### src/rtl/glyph_blit_pkg.sv
// Shared defaults and types for the glyph blit parameter generator.
package glyph_blit_pkg;
    localparam int GB_WORD_W = 16;   // machine word width
    localparam int GB_OFS_W  = 14;   // glyph offset field width

    // Kern flags decoded from the top of the entry word
    typedef struct packed {
        logic lead;    // widen on the left, start one bit earlier
        logic trail;   // widen on the right
    } kern_t;
endpackage

### src/rtl/glyph_kern_decode.sv
// Splits a character entry word into glyph offset and kern flags,
// and forms the copy width. Assumes OFS_W <= WORD_W-2 so the flags
// sit above the offset field.
module glyph_kern_decode
    import glyph_blit_pkg::*;
#(
    parameter int WORD_W = GB_WORD_W,
    parameter int OFS_W  = GB_OFS_W
) (
    input  logic [WORD_W-1:0] entry,
    input  logic [WORD_W-1:0] pix_w,
    output logic [OFS_W-1:0]  offset,
    output kern_t             kern,
    output logic [WORD_W-1:0] copy_w
);
    localparam int LEAD_BIT  = WORD_W - 1;
    localparam int TRAIL_BIT = WORD_W - 2;

    // Field extraction
    always_comb begin
        offset     = entry[OFS_W-1:0];
        kern.lead  = entry[LEAD_BIT];
        kern.trail = entry[TRAIL_BIT];
    end

    // Width grows by one column per kern flag
    always_comb begin
        copy_w = pix_w + WORD_W'(kern.lead) + WORD_W'(kern.trail);
    end
endmodule

### src/rtl/glyph_src_addr.sv
// Adds the glyph offset to the two-half font base address, carrying
// from the low half into the high half.
module glyph_src_addr
    import glyph_blit_pkg::*;
#(
    parameter int WORD_W = GB_WORD_W,
    parameter int OFS_W  = GB_OFS_W
) (
    input  logic [WORD_W-1:0] base_lo,
    input  logic [WORD_W-1:0] base_hi,
    input  logic [OFS_W-1:0]  offset,
    output logic [WORD_W-1:0] src_lo,
    output logic [WORD_W-1:0] src_hi
);
    localparam int PAD_W = WORD_W + 1 - OFS_W;

    logic [WORD_W:0] lo_sum;

    // Low-half add with carry, then carry into the high half
    always_comb begin
        lo_sum = {1'b0, base_lo} + {{PAD_W{1'b0}}, offset};
        src_lo = lo_sum[WORD_W-1:0];
        src_hi = base_hi + {{(WORD_W-1){1'b0}}, lo_sum[WORD_W]};
    end
endmodule

### src/rtl/glyph_dst_addr.sv
// Moves the destination bit position left by the lead kern, splits the
// signed result into a word step and a bit offset, and adds the step to
// the two-half destination base. Assumes WORD_W is a power of two.
module glyph_dst_addr
    import glyph_blit_pkg::*;
#(
    parameter int WORD_W = GB_WORD_W
) (
    input  logic [WORD_W-1:0] bit_pos,
    input  logic              lead_kern,
    input  logic [WORD_W-1:0] base_lo,
    input  logic [WORD_W-1:0] base_hi,
    output logic [WORD_W-1:0] dst_lo,
    output logic [WORD_W-1:0] dst_hi,
    output logic [$clog2(WORD_W)-1:0] dst_bit
);
    localparam int BIT_W  = $clog2(WORD_W);
    localparam int ADDR_W = 2 * WORD_W;

    logic signed [WORD_W:0]   start_s;
    logic signed [ADDR_W-1:0] start_w;
    logic signed [ADDR_W-1:0] step_s;
    logic        [ADDR_W-1:0] sum;

    // Signed start position, one bit wider than the word
    always_comb begin
        start_s = $signed({1'b0, bit_pos}) - $signed({{WORD_W{1'b0}}, lead_kern});
        start_w = {{(ADDR_W-WORD_W-1){start_s[WORD_W]}}, start_s};
        step_s  = start_w >>> BIT_W;
    end

    // Full-width add of the signed word step to the base
    always_comb begin
        sum     = {base_hi, base_lo} + $unsigned(step_s);
        dst_lo  = sum[WORD_W-1:0];
        dst_hi  = sum[ADDR_W-1:WORD_W];
        dst_bit = start_s[BIT_W-1:0];
    end
endmodule

### src/rtl/glyph_blit_param.sv
// Top of the glyph blit parameter generator. Accepts one character
// request per handshake and presents the registered copy parameters one
// cycle later. A full output stage accepts a new request only in a
// cycle where the consumer takes the current bundle.
module glyph_blit_param
    import glyph_blit_pkg::*;
#(
    parameter int WORD_W = GB_WORD_W,
    parameter int OFS_W  = GB_OFS_W
) (
    input  logic                      clk,
    input  logic                      rst_n,
    input  logic                      req_valid,
    output logic                      req_ready,
    input  logic [WORD_W-1:0]         req_entry,
    input  logic [WORD_W-1:0]         req_pix_w,
    input  logic [WORD_W-1:0]         req_font_lo,
    input  logic [WORD_W-1:0]         req_font_hi,
    input  logic [WORD_W-1:0]         req_bit_pos,
    input  logic [WORD_W-1:0]         req_dst_lo,
    input  logic [WORD_W-1:0]         req_dst_hi,
    input  logic [WORD_W-1:0]         req_height,
    input  logic [WORD_W-1:0]         req_dst_pitch,
    output logic                      out_valid,
    input  logic                      out_ready,
    output logic [WORD_W-1:0]         out_src_lo,
    output logic [WORD_W-1:0]         out_src_hi,
    output logic [$clog2(WORD_W)-1:0] out_src_bit,
    output logic [WORD_W-1:0]         out_src_pitch,
    output logic [WORD_W-1:0]         out_copy_w,
    output logic [WORD_W-1:0]         out_height,
    output logic [WORD_W-1:0]         out_dst_lo,
    output logic [WORD_W-1:0]         out_dst_hi,
    output logic [$clog2(WORD_W)-1:0] out_dst_bit,
    output logic [WORD_W-1:0]         out_dst_pitch
);
    localparam int BIT_W = $clog2(WORD_W);

    logic [OFS_W-1:0]  offset;
    kern_t             kern;
    logic [WORD_W-1:0] copy_w;
    logic [WORD_W-1:0] src_lo, src_hi;
    logic [WORD_W-1:0] dst_lo, dst_hi;
    logic [BIT_W-1:0]  dst_bit;
    logic              accept;

    glyph_kern_decode #(.WORD_W(WORD_W), .OFS_W(OFS_W)) u_kern (
        .entry  (req_entry),
        .pix_w  (req_pix_w),
        .offset (offset),
        .kern   (kern),
        .copy_w (copy_w)
    );

    glyph_src_addr #(.WORD_W(WORD_W), .OFS_W(OFS_W)) u_src (
        .base_lo (req_font_lo),
        .base_hi (req_font_hi),
        .offset  (offset),
        .src_lo  (src_lo),
        .src_hi  (src_hi)
    );

    glyph_dst_addr #(.WORD_W(WORD_W)) u_dst (
        .bit_pos   (req_bit_pos),
        .lead_kern (kern.lead),
        .base_lo   (req_dst_lo),
        .base_hi   (req_dst_hi),
        .dst_lo    (dst_lo),
        .dst_hi    (dst_hi),
        .dst_bit   (dst_bit)
    );

    // Handshake: room when empty or when the bundle leaves this cycle
    always_comb begin
        req_ready = !out_valid || out_ready;
        accept    = req_valid && req_ready;
    end

    // Output valid flag
    always_ff @(posedge clk) begin
        if (!rst_n)          out_valid <= 1'b0;
        else if (accept)     out_valid <= 1'b1;
        else if (out_ready)  out_valid <= 1'b0;
    end

    // Parameter bundle register, loaded on acceptance
    always_ff @(posedge clk) begin
        if (!rst_n) begin
            out_src_lo    <= '0;
            out_src_hi    <= '0;
            out_src_bit   <= '0;
            out_src_pitch <= '0;
            out_copy_w    <= '0;
            out_height    <= '0;
            out_dst_lo    <= '0;
            out_dst_hi    <= '0;
            out_dst_bit   <= '0;
            out_dst_pitch <= '0;
        end else if (accept) begin
            out_src_lo    <= src_lo;
            out_src_hi    <= src_hi;
            out_src_bit   <= '0;
            out_src_pitch <= copy_w;
            out_copy_w    <= copy_w;
            out_height    <= req_height;
            out_dst_lo    <= dst_lo;
            out_dst_hi    <= dst_hi;
            out_dst_bit   <= dst_bit;
            out_dst_pitch <= req_dst_pitch;
        end
    end
endmodule

### config.mk
export PLATFORM = sky130hd
export DESIGN_NAME = glyph_blit_param
export DESIGN_NICKNAME = d
export VERILOG_FILES = /design/src/rtl/glyph_blit_pkg.sv /design/src/rtl/glyph_kern_decode.sv /design/src/rtl/glyph_src_addr.sv /design/src/rtl/glyph_dst_addr.sv /design/src/rtl/glyph_blit_param.sv
export SDC_FILE = /design/constraint.sdc
export NUM_CORES = 1
export LEC_CHECK = 0
export ABC_AREA = 1
export BUFFER_PORTS_ARGS = -buffer_cell sky130_fd_sc_hd__buf_2
export CORE_MARGIN = 2
export CORE_UTILIZATION = 56
export CTS_CLUSTER_DIAMETER = 80
export DETAILED_ROUTE_END_ITERATION = 16
export PLACE_DENSITY = 0.88
export RECOVER_POWER = 50
export SLEW_MARGIN = 25
export SYNTH_ARGS = -nofsm -noshare
export SYNTH_HDL_FRONTEND = slang
export SYNTH_SLANG_ARGS = --single-unit
### constraint.sdc
create_clock -name clk -period 4.1 [get_ports clk]
set_clock_uncertainty 0.05 [all_clocks]
set_input_delay 0.41 -clock clk [delete_from_list [all_inputs] [get_ports clk]]
set_output_delay 0.41 -clock clk [all_outputs]
set_load 0.1 [all_outputs]
Yosys cells after proc, flatten, opt, wreduce, memory -nomap -nowiden
Index checks and enable logic that the tools add are counted.
- register bits after elaboration: 117
- output and inout bits: 138
- input bits: 148
- multiplexer cells: 2
- reductions and logical operators: 4
- add/sub/neg operators: 6
- operators by type and width (operator ; count):
    adder 16 x 1 -> 16 bit ; 3
    adder 32 bit ; 1
    adder 16 x 14 -> 17 bit ; 1
    subtractor 16 x 1 -> 17 bit ; 1
    2-to-1 mux 1 bit ; 2
    nonzero test 2 bit ; 1
    logical AND 1 bit ; 1
    logical NOT 1 bit ; 1
    logical OR 1 bit ; 1

Logic depth before layout (Yosys ltp)
Gate-level depths: netlist of run 1.
- depth after elaboration: 4
- depth in mapped cells: 22
- depth with buffers taken out: 22

By module
From an unflattened synthesis of run 1, not the netlist that was laid out.
- cells, all modules: 1695
- area total of the unflattened synthesis: 9912.0 um2
- by module, submodules not included (module ; instances ; cells an instance ; area an instance (um2)):
    glyph_blit_param ; 1 ; 786 ; 5331.4
    glyph_dst_addr ; 1 ; 573 ; 2801.4
    glyph_src_addr ; 1 ; 239 ; 1252.5
    glyph_kern_decode ; 1 ; 97 ; 526.8

Worst setup path before layout of run 1
Ideal clock, no wire load.
- path kind: flip-flop to flip-flop
- start: register out_valid
- end: register out_dst_hi[12]
- required time: 3941 ps
- stages on the path, launching flop included: 11
- arrival: 2751 ps
- buffers on the path: 3
- library setup time: 109 ps
- slack: 1190 ps
- period minus slack after synthesis: 2910 ps
- cells stage by stage: dfxtp_1 -> nand2_1 -> nand2_1 -> buf_4 -> inv_2 -> buf_6 -> buf_4 -> nor2_1 -> nor2_1 -> nand2_1 -> inv_1
- longest elaborated chain between the ends: 3
- RTL lines (what ; line ; source):
    start: declaration ; glyph_blit_param.sv:24 ; output logic out_valid,
    start signal: assignment ; glyph_blit_param.sv:81 ; if (!rst_n) out_valid <= 1'b0;
    start signal: assignment ; glyph_blit_param.sv:82 ; else if (accept) out_valid <= 1'b1;
    start signal: assignment ; glyph_blit_param.sv:83 ; else if (out_ready) out_valid <= 1'b0;
    logical NOT 1 bit ; glyph_blit_param.sv:75 ; req_ready = !out_valid || out_ready;
    logical OR 1 bit ; glyph_blit_param.sv:75 ;
    named net req_ready ; glyph_blit_param.sv:14 ; output logic req_ready,
    logical AND 1 bit ; glyph_blit_param.sv:76 ; accept = req_valid && req_ready;
    end signal: assignment ; glyph_blit_param.sv:107 ; out_dst_hi <= dst_hi;
    end: declaration ; glyph_blit_param.sv:33 ; output logic [WORD_W-1:0] out_dst_hi,
The timed path passes the listed nets, and every way through them passes these cells.
A chain may end at the register's enable or synchronous reset.

Final worst setup path of run 1
- start: register out_valid
- end: register out_src_hi[7]
- longest elaborated chain between the ends: 3
- RTL lines (what ; line ; source):
    logical NOT 1 bit ; glyph_blit_param.sv:75 ;
    logical OR 1 bit ; glyph_blit_param.sv:75 ;
    logical AND 1 bit ; glyph_blit_param.sv:76 ;
    end signal: assignment ; glyph_blit_param.sv:101 ; out_src_hi <= src_hi;
    end: declaration ; glyph_blit_param.sv:27 ; output logic [WORD_W-1:0] out_src_hi,
No other way between the ends.

==> results of run 1 <==
==> layer usage <==
layer	routed length, µm	vias to the layer above	part of all wire [%]
li1	-	4786	-
met1	10800	4139	42
met2	12300	357	48
met3	1790	62	6.9
met4	891	0	3.5
met5	0	-	0
==> metrics by stage <==
step | setup slack, ps | total power (W) | instances | hold WS, ps
2_1_floorplan | 1190 | 0.00259 | 1387 | 522
3_3_place_gp | 783 | 0.00288 | 1799 | 407
3_5_place_dp | 621 | 0.00289 | 1799 | 416
4_1_cts | 1030 | 0.00439 | 1831 | 177
5_1_grt | 559 | 0.00453 | 1833 | 208
6_report | 859 | 0.00435 | 1834 | 188
==> registers in the layout, summed over array words and instances (netlist names) <==
signal and cells:
out_copy_w 16, out_dst_hi 16, out_dst_lo 16, out_dst_pitch 16, out_height 16, out_src_hi 16, out_src_lo 16, out_dst_bit 4
out_valid 1
==> logic make-up after synthesis <==
logic type,Yosys count,synth area share [%]
AO/OA/AOI/OAI,174,10.9
flip-flops,117,27.7
buffers and inverters,285,14.0
other,1,0.0443
AND/OR/NAND/NOR,707,34.4
XOR/XNOR,47,4.87
adder cells (fa/ha/maj),53,8.11
==> critical path, delay by kind of cell, from the launching register on <==
family,cells,cell delay [ps]
buf+inv,3,2100
simple gates,4,500
compound gates,1,90
flops,1,350
==> cells in the final DEF, fill, tap and decap left out, types with 50 or more instances in the layout <==
cell type	count
nand3_1	77
nand2_1	314
dfxtp_1	117
nor2_1	263
inv_1	226
ha_1	50
clkbuf_1	114
buf_2	168
o21ai_0	96
a21oi_1	54
==> final cells by class <==
cell class	count	area share, %
clock buffer	17	4.14
clock inverter	15	1.57
timing repair buffer	285	12.7
tap	184	2.24
sequential	117	22.8
multi-input combinational	985	48.1
inverter	228	8.37
antenna	3	0.0731
==> final timing paths <==
| path | from | to | cells past startpoint |
|---|---|---|---|
| worst min register to register | out_height[13]$_SDFFE_PN0P_ | out_height[13]$_SDFFE_PN0P_ | 2 |
| worst max register to register | out_valid$_SDFFE_PN0P_ | out_src_hi[7]$_SDFFE_PN0P_ | 8 |
| worst max-delay path | out_valid$_SDFFE_PN0P_ | out_src_hi[7]$_SDFFE_PN0P_ | 8 |
| worst min-delay path | req_height[15] | out_height[15]$_SDFFE_PN0P_ | 3 |
==> power groups by stage <==
stage | registers, W | logic, W | clock network, W
6_report | 0.00130 | 0.00157 | 0.00149
5_1_grt | 0.00131 | 0.00167 | 0.00156
3_3_place_gp | 0.00131 | 0.00156 | 0
2_1_floorplan | 0.00201 | 0.000575 | 0
3_5_place_dp | 0.00131 | 0.00158 | 0
4_1_cts | 0.00129 | 0.00159 | 0.00150
==> out/qor.yml, run 1 <==
finish:
  syn_to_final_growth_pct: 21.4
  fillerInstances: 1370
  fin_util_pct: 70.2
  seq_area_um2: 2340
  postLayoutCellArea_um2: 10300
  fin_nets: 1835
  multiInputGateArea_um2: 4940
  drive_gt1_share_pct: 13.9
yosys:
  netlist_area_um2: 8460
  ys_types: 40
  async_flop_share_pct: 0
  synth_cells: 1384
  synth_edf_count: 0
  synth_common_cells: "nand2_1, nor2_1, inv_1"
  ys_ff_latch: 117
  post_synth.cell_area_avg_um2: 6.11
  yosysWarnings: 0
  synth.yosys.seq_area_share_pct: 27.7
  ys_top_cells_by_area: "dfxtp_1, nand2_1, nor2_1"
  synth_top_area_share_pct: 27.7
  synth.most_common_cell: "nand2_1"
  synth_ff_type: "dfxtp_1"
  synth_area_leader_cell: "dfxtp_1"
pwr:
  internal-power_w: 0.00239
  clockPowerShare_pct: 34.2
  ir_worst_vdd_v: 0.000442
  p_sw_share_pct: 45.2
  seq_power_share_pct: 29.7
  power_switching_w: 0.00197
  p_comb_share_pct: 36.0
  p_per_area_nw_per_um2: 424
  leakage_nw: 5.77
placement:
  gp_congestion: 0.944
  post-dp-hpwl_um: 19800
  port_buffers: 281
  dpl_cell_area_um2: 9830
setup_path:
  path_max_fanout: 51
  critical_path_class: "reg2reg"
  path_cells: "nand2_1 -> nand2_1 -> clkinvlp_2 -> buf_4 -> nor2_1 -> nor2_1 -> o21ai_0 -> inv_1"
  crit_arrival_ps: 3490
  cp-start-kind: "flop"
  critPathSlowestCell: "clkinvlp_2"
  max_stage_delay_ps: 1250
  cp_data_required_time_ps: 4350
  r2r_setup_slack_ps: 860
  end_kind: "flop"
clocking:
  cts.sinks: 117
  cts_tree: "yes"
  clockBufferDepth: 2
  cts_hold_buffers: 0
  h-tree-depth: 4
  cts_buffers: 17
  insertion_delay_ps: 420
  postCtsResizedCells: 0
  clk_pin_slew_ps: 60
  cts_root_buf: "clkbuf_16"
  cts_setup_buffers: 0
routing:
  vias: 9344
  drt_iter0_drc: 780
  ant_nets: 0
  drcViolationCount: 0
  routed_via_density: 5.09
  wl_per_cell_um: 14.0
  first_pass_iters: 5
  drt-total-wl_um: 25700
grt:
  grt_first_pass_wirelength_um: 41600
  grtUsageMet3_pct: 7.47
  grt.met2_usage_pct: 54.9
  grtUsageTotal_pct: 32.1
  grt_busiest_layer: "met2"
  grt_overflow: 0
  antenna_found_initial: 2
  grt_util_met1_pct: 38.8
  grt_max_degree: 75
  grt_pass1_vias: 8799
floorplanning:
  die_area_um2: 16100
  rows: 44
  io_pins: 286
  die_w_um: 127
  start_util_pct: 57.8
  core_area_um2: 14600
  die_y_um: 127
sta:
  fmax_mhz: 309
  hold_viol: 0
  relSlewSlack_pct: -72.9
  worst_pin_slew_ps: 2590
  grt_setup_unrepaired: "no"
  fin_setup_tns_ps: 0
  min_period_ps: 3240
  setup_violations: 0
  period_share_pct: 79.0
  finalMaxSlewViolations: 111
run:
  cap_violations: 2
outcome:
  outcome: "finished, violations left"
  violations: "max-capacitance violations, max-slew violations"
hold_path:
  hold_class: "in2reg"
(Power assumes the default switching activity.)
==> run 2, diff against run 1 <==
--- a/config.mk
+++ b/config.mk
@@ -8,10 +8,10 @@
 export ABC_AREA = 1
 export BUFFER_PORTS_ARGS = -buffer_cell sky130_fd_sc_hd__buf_2
 export CORE_MARGIN = 2
-export CORE_UTILIZATION = 56
+export CORE_UTILIZATION = 52
 export CTS_CLUSTER_DIAMETER = 80
 export DETAILED_ROUTE_END_ITERATION = 16
-export PLACE_DENSITY = 0.88
+export PLACE_DENSITY = 0.82
 export RECOVER_POWER = 50
 export SLEW_MARGIN = 25
 export SYNTH_ARGS = -nofsm -noshare
==> constraint.sdc (replaced) <==
create_clock -name clk -period 3.1 [get_ports clk]
set_clock_uncertainty 0.05 [all_clocks]
set_input_delay 0.31 -clock clk [delete_from_list [all_inputs] [get_ports clk]]
set_output_delay 0.31 -clock clk [all_outputs]
set_load 0.1 [all_outputs]
==> run 2 against run 1 <==
- the run now ends clean
- cell area is 1.5% higher
- cell count is 2.3% higher
- hold slack worse by 100 ps
- flip-flop and latch count stayed put
- register-to-register slack worse by 520 ps
- first-iteration DRC count is 46% lower
- critical path type is now in2reg
- largest cell class unchanged
==> out/qor.yml, run 2 (same netlist as run 1, synthesis figures left out) <==
outcome:
  outcome: "complete, no violations"
pwr:
  power_switching_w: 0.00258
  seq_power_share_pct: 29.8
  p_comb_share_pct: 36.2
  p_sw_share_pct: 44.9
  leakage_nw: 5.87
  p_per_area_nw_per_um2: 551
  finalPower_w: 0.00574
  internal-power_w: 0.00317
  ir_worst_vdd_v: 0.000472
  clockPowerShare_pct: 34.0
clocking:
  cts.sinks: 117
  cts_tree: "yes"
  postCtsResizedCells: 0
  cts_hold_buffers: 0
  h-tree-depth: 4
  clockBufferDepth: 2
  insertion_delay_ps: 410
  cts_root_buf: "clkbuf_16"
  cts_buffers: 17
  cts_setup_buffers: 0
  clk_pin_slew_ps: 60
hold_path:
  hold_class: "in2reg"
finish:
  multiInputGateArea_um2: 4940
  layout_common_cells: "nand2_1, nor2_1, inv_1, buf_2, dfxtp_1"
  seq_area_um2: 2340
  syn_to_final_growth_pct: 23.2
  final_common_cell: "nand2_1"
  drive_gt1_share_pct: 15.1
  final_cells: 1877
  fillerInstances: 1586
  fin_nets: 1848
sta:
  relSlewSlack_pct: 15.3
  fmax_mhz: 353
  worst_pin_slew_ps: 1280
  grt_setup_unrepaired: "no"
  min_period_ps: 2830
  period_share_pct: 91.3
  hold_viol: 0
  finalMaxSlewViolations: 0
  setup_violations: 0
  whs_ps: 84.8
routing:
  drt_iter0_drc: 421
  drt-total-wl_um: 24900
  wl_per_cell_um: 13.2
  first_pass_iters: 7
  ant_nets: 0
  routed_via_density: 4.92
  drcViolationCount: 0
  vias: 9229
setup_path:
  max_stage_delay_ps: 410
  path_max_fanout: 5
  cp_data_required_time_ps: 3360
  cpMostUsedCell: "nand2_1"
  path_cells: "buf_2 -> ha_1 -> inv_1 -> fa_1 -> o21ai_2 -> nand2_1 -> nand2_1 -> nand4_1 -> a21oi_1 -> ha_1 -> ha_1 -> nand3_1 -> nor3_1 -> nand2_1 -> nand2_1 -> nand3_1 -> o211ai_1 -> inv_1"
  end_kind: "flop"
  critical_path_class: "in2reg"
  cp-start-kind: "input port"
  critPathSlowestCell: "fa_1"
  crit_arrival_ps: 3090
grt:
  grt_pass1_vias: 8484
  grtUsageMet3_pct: 6.17
  grt_busiest_layer: "met2"
  grtUsageTotal_pct: 28.5
  antenna_found_initial: 1
  grt_overflow: 0
  grt.met2_usage_pct: 48.4
  grt_first_pass_wirelength_um: 40600
  grt_util_met1_pct: 35.4
  grt_max_degree: 97
floorplanning:
  core_area_um2: 15900
  die_y_um: 132
  die_w_um: 132
  rows: 46
  io_pins: 286
  die_area_um2: 17300
  start_util_pct: 53.3
placement:
  post-dp-hpwl_um: 19300
  placedCellCount: 1844
  port_buffers: 281
  gp_congestion: 0.954
run:
  cap_violations: 0
==> run 2: cell count changes in the layout (fill, tap and decap cells not counted) <==
cell	change
buf_4	+12
clkbuf_1	-9
buf_2	+8
inv_6	+4
inv_8	-3
diode_2	-2
buf_12	+1
clkbuf_2	+1
clkinvlp_4	-1
==> run 2: final cells by class <==
type | instances | area share, %
Antenna cell | 1 | 0.0240
Clock buffer | 17 | 4.08
Clock inverter | 15 | 1.49
Inverter | 228 | 8.25
Multi-Input combinational cell | 985 | 47.4
Sequential cell | 117 | 22.5
Tap cell | 216 | 2.59
Timing Repair Buffer | 298 | 13.7
==> run 2: critical path, delay by kind of cell <==
family                     cells  cell delay (ps)
adders and majority gates      4             1010
and+or+nand+nor                8              990
AOI/OAI and AO/OA              3              560
buffers and inverters          3              200
==> run 2: metal layers <==
layer	up-vias	wire length [µm]
met1	4075	10900
met2	309	11700
met5	-	0
met4	0	698
met3	46	1610
li1	4799	-
==> run 2: power groups by stage <==
| stage | logic (W) | clock network, W | registers (W) |
|---|---|---|---|
| floorplan | 0.000760 | 0 | 0.00266 |
| global placement | 0.00209 | 0 | 0.00173 |
| detailed placement | 0.00210 | 0 | 0.00174 |
| CTS | 0.00211 | 0.00198 | 0.00171 |
| global route | 0.00221 | 0.00205 | 0.00173 |
| finish | 0.00208 | 0.00195 | 0.00171 |
==> run 2: worst paths after layout <==
path                                 start  cells past startpoint  slack (ps)                             to
max                           req_entry[0]                     18         270    out_src_hi[10]$_SDFFE_PN0P_
max reg2reg         out_valid$_SDFFE_PN0P_                      8         340     out_copy_w[6]$_SDFFE_PN0P_
min reg2reg  out_dst_pitch[8]$_SDFFE_PN0P_                      2         430  out_dst_pitch[8]$_SDFFE_PN0P_
min                         req_height[14]                      3          80    out_height[14]$_SDFFE_PN0P_
==> run 2: stage by stage <==
step / setup WS [ps] / TNS (ps) / instance area (µm²) / util, %
floorplan: 190 / 0 / 8470 / -
global placement: 53.0 / 0 / 9980 / 62.8
detailed placement: -71.7 / -164 / 9980 / 62.8
CTS: 316 / 0 / 10600 / 66.5
global route: 43.7 / 0 / 10400 / 65.6
finish: 270 / 0 / 10400 / 65.6
==> run 3, diff against run 2 <==
--- a/config.mk
+++ b/config.mk
@@ -9,7 +9,7 @@
 export BUFFER_PORTS_ARGS = -buffer_cell sky130_fd_sc_hd__buf_2
 export CORE_MARGIN = 2
 export CORE_UTILIZATION = 52
-export CTS_CLUSTER_DIAMETER = 80
+export CTS_CLUSTER_DIAMETER = 50
 export DETAILED_ROUTE_END_ITERATION = 16
 export PLACE_DENSITY = 0.82
 export RECOVER_POWER = 50
==> constraint.sdc (replaced) <==
create_clock -name clk -period 3.1 [get_ports clk]
set_clock_uncertainty 0.05 [all_clocks]
set_input_delay 0 -clock clk [delete_from_list [all_inputs] [get_ports clk]]
set_output_delay 0 -clock clk [all_outputs]
set_load 0.1 [all_outputs]
==> run 3 against run 2 <==
- power up 1.6%
- register-to-register slack improved by 820 ps
- via count rose by 7.4%
- sequential power hardly changed
- core utilization rose by 5.0 points
- first-iteration DRC count up 42%
- worst setup slack worse by 160 ps
- cell count rose by 3.9%
==> out/qor.yml, run 3 (same netlist as run 1, synthesis figures left out) <==
outcome:
  outcome: "complete, no violations"
floorplanning:
  die_y_um: 132
  core_area_um2: 15900
  start_util_pct: 53.3
  io_pins: 286
  die_w_um: 132
  rows: 46
  die_area_um2: 17300
clocking:
  cts_buffers: 17
  cts.sinks: 117
  cts_root_buf: "clkbuf_16"
  h-tree-depth: 4
  clk_pin_slew_ps: 60
  clockBufferDepth: 2
  cts_tree: "yes"
  insertion_delay_ps: 430
setup_path:
  path_max_fanout: 4
  cpMostUsedCell: "nand2_1"
  crit_arrival_ps: 3260
  cp_data_required_time_ps: 3370
  cp-start-kind: "input port"
  path_cells: "buf_2 -> ha_1 -> inv_1 -> fa_2 -> o21ai_4 -> nand2_1 -> nand2_2 -> nand4_1 -> a21oi_2 -> ha_2 -> nand3_2 -> nor2_4 -> nand2_1 -> nor2_4 -> nand3_2 -> o21ai_2 -> dlygate4sd3_1 -> nand3_1 -> nand2_1 -> inv_1"
  critPathSlowestCell: "dlygate4sd3_1"
  end_kind: "flop"
  max_stage_delay_ps: 560
  critical_path_class: "in2reg"
  crit_buf_inv: 4
  cp_top_family: "simple AND/OR/NAND/NOR gates"
finish:
  layout_common_cells: "nand2_1, nor2_1, inv_1, buf_2, clkbuf_1"
  syn_to_final_growth_pct: 32.6
  fin_util_pct: 70.6
  fin_nets: 1921
  multiInputGateArea_um2: 5020
  drive_gt1_share_pct: 14.0
  final_cells: 1950
  fillerInstances: 1407
  final_common_cell: "nand2_1"
  seq_area_um2: 2340
placement:
  placedCellCount: 1834
  post-dp-hpwl_um: 19100
  gp_congestion: 0.938
  dp_slack_ps: 52.4
  port_buffers: 281
routing:
  drt_iter0_drc: 598
  first_pass_iters: 5
  ant_nets: 0
  drcViolationCount: 0
  routed_via_density: 5.08
  vias: 9915
  wl_per_cell_um: 14.6
  drt-total-wl_um: 28500
sta:
  fin_setup_tns_ps: 0
  hold_viol: 0
  min_period_ps: 2990
  worst_pin_slew_ps: 1270
  finalMaxSlewViolations: 0
  fmax_mhz: 335
  setup_violations: 0
  relSlewSlack_pct: 15.8
  grt_setup_unrepaired: "yes"
  postLayoutSetupSlackWorst_ps: 113
  period_share_pct: 96.3
run:
  cap_violations: 0
hold_path:
  hold_class: "in2reg"
grt:
  grt_first_pass_wirelength_um: 46500
  grt_max_degree: 65
  antenna_found_initial: 1
  grt_pass1_vias: 9603
  grt_overflow: 0
  grtUsageTotal_pct: 32.9
pwr:
  leakage_nw: 6.11
  ir_worst_vdd_v: 0.000435
  p_per_area_nw_per_um2: 520
run 3: cell count changes in the layout (fill, tap and decap cells not counted), sizes merged:
cell         before  now
buf             192  166
bufinv            1    0
clkbuf          123  141
clkinv            1    0
clkinvlp          3    5
dlygate4sd3       0   81
run 3: cell type report:
class	instances	share of cell area, %
clock buffer	17	3.79
timing repair buffer	371	19.2
inverter	228	7.68
multi-input combinational	985	44.8
sequential	117	20.9
antenna	1	0.0223
tap	216	2.41
clock inverter	15	1.20
run 3: final timing paths:
| check | from | endpoint | slack, ps | cells after the start |
|---|---|---|---|---|
| worst max-delay path | req_entry[0] | out_src_hi[15]$_SDFFE_PN0P_ | 110 | 20 |
| worst min-delay path | req_pix_w[5] | out_copy_w[5]$_SDFFE_PN0P_ | 30 | 5 |
| worst max register to register | out_valid$_SDFFE_PN0P_ | out_copy_w[13]$_SDFFE_PN0P_ | 1160 | 7 |
| worst min register to register | out_src_hi[0]$_SDFFE_PN0P_ | out_src_hi[0]$_SDFFE_PN0P_ | 430 | 2 |
run 3: where the power goes:
group / total, W / leakage, nW / internal [W] / switching [W]
Clock: 0.00192 / 0.262 / 0.00106 / 0.000863
Sequential: 0.00172 / 0.972 / 0.00164 / 0.0000837
Combinational: 0.00220 / 4.87 / 0.000457 / 0.00174
Total: 0.00583 / 6.11 / 0.00315 / 0.00269
run 3: worst reg2reg max path: cells and delay by family (launching register included):
family          cells  cell delay [ps]
simple gates        3              460
buf+inv             3              880
flops               1              310
compound gates      1              120
run 3: through the flow:
| step | power [W] | area (µm²) | hold slack, ps |
|---|---|---|---|
| after floorplan | 0.00343 | 8470 | 112 |
| after global placement | 0.00381 | 9890 | 199 |
| final | 0.00583 | 11200 | 25.8 |
| after detailed placement | 0.00383 | 9890 | 204 |
| after CTS | 0.00582 | 11300 | 4.48 |
| after global routing | 0.00606 | 11200 | 44.0 |
run 3: metal layers:
layer  vias up  global-route usage, %  wire, µm
li1       4958                      -         -
met1      4417                   38.9     11900
met2       440                   56.5     13500
met3       100                   5.86      1810
met4         0                   18.1      1320
met5         -                      0         0
run 3: timing repair:
item / 4_1_cts / 5_1_grt
setup endpoints to repair: 0 / 20
gates resized for setup: 0 / 20
setup buffers: 0 / 2
hold buffers: 81 / 0
hold endpoints to repair: 74 / 0
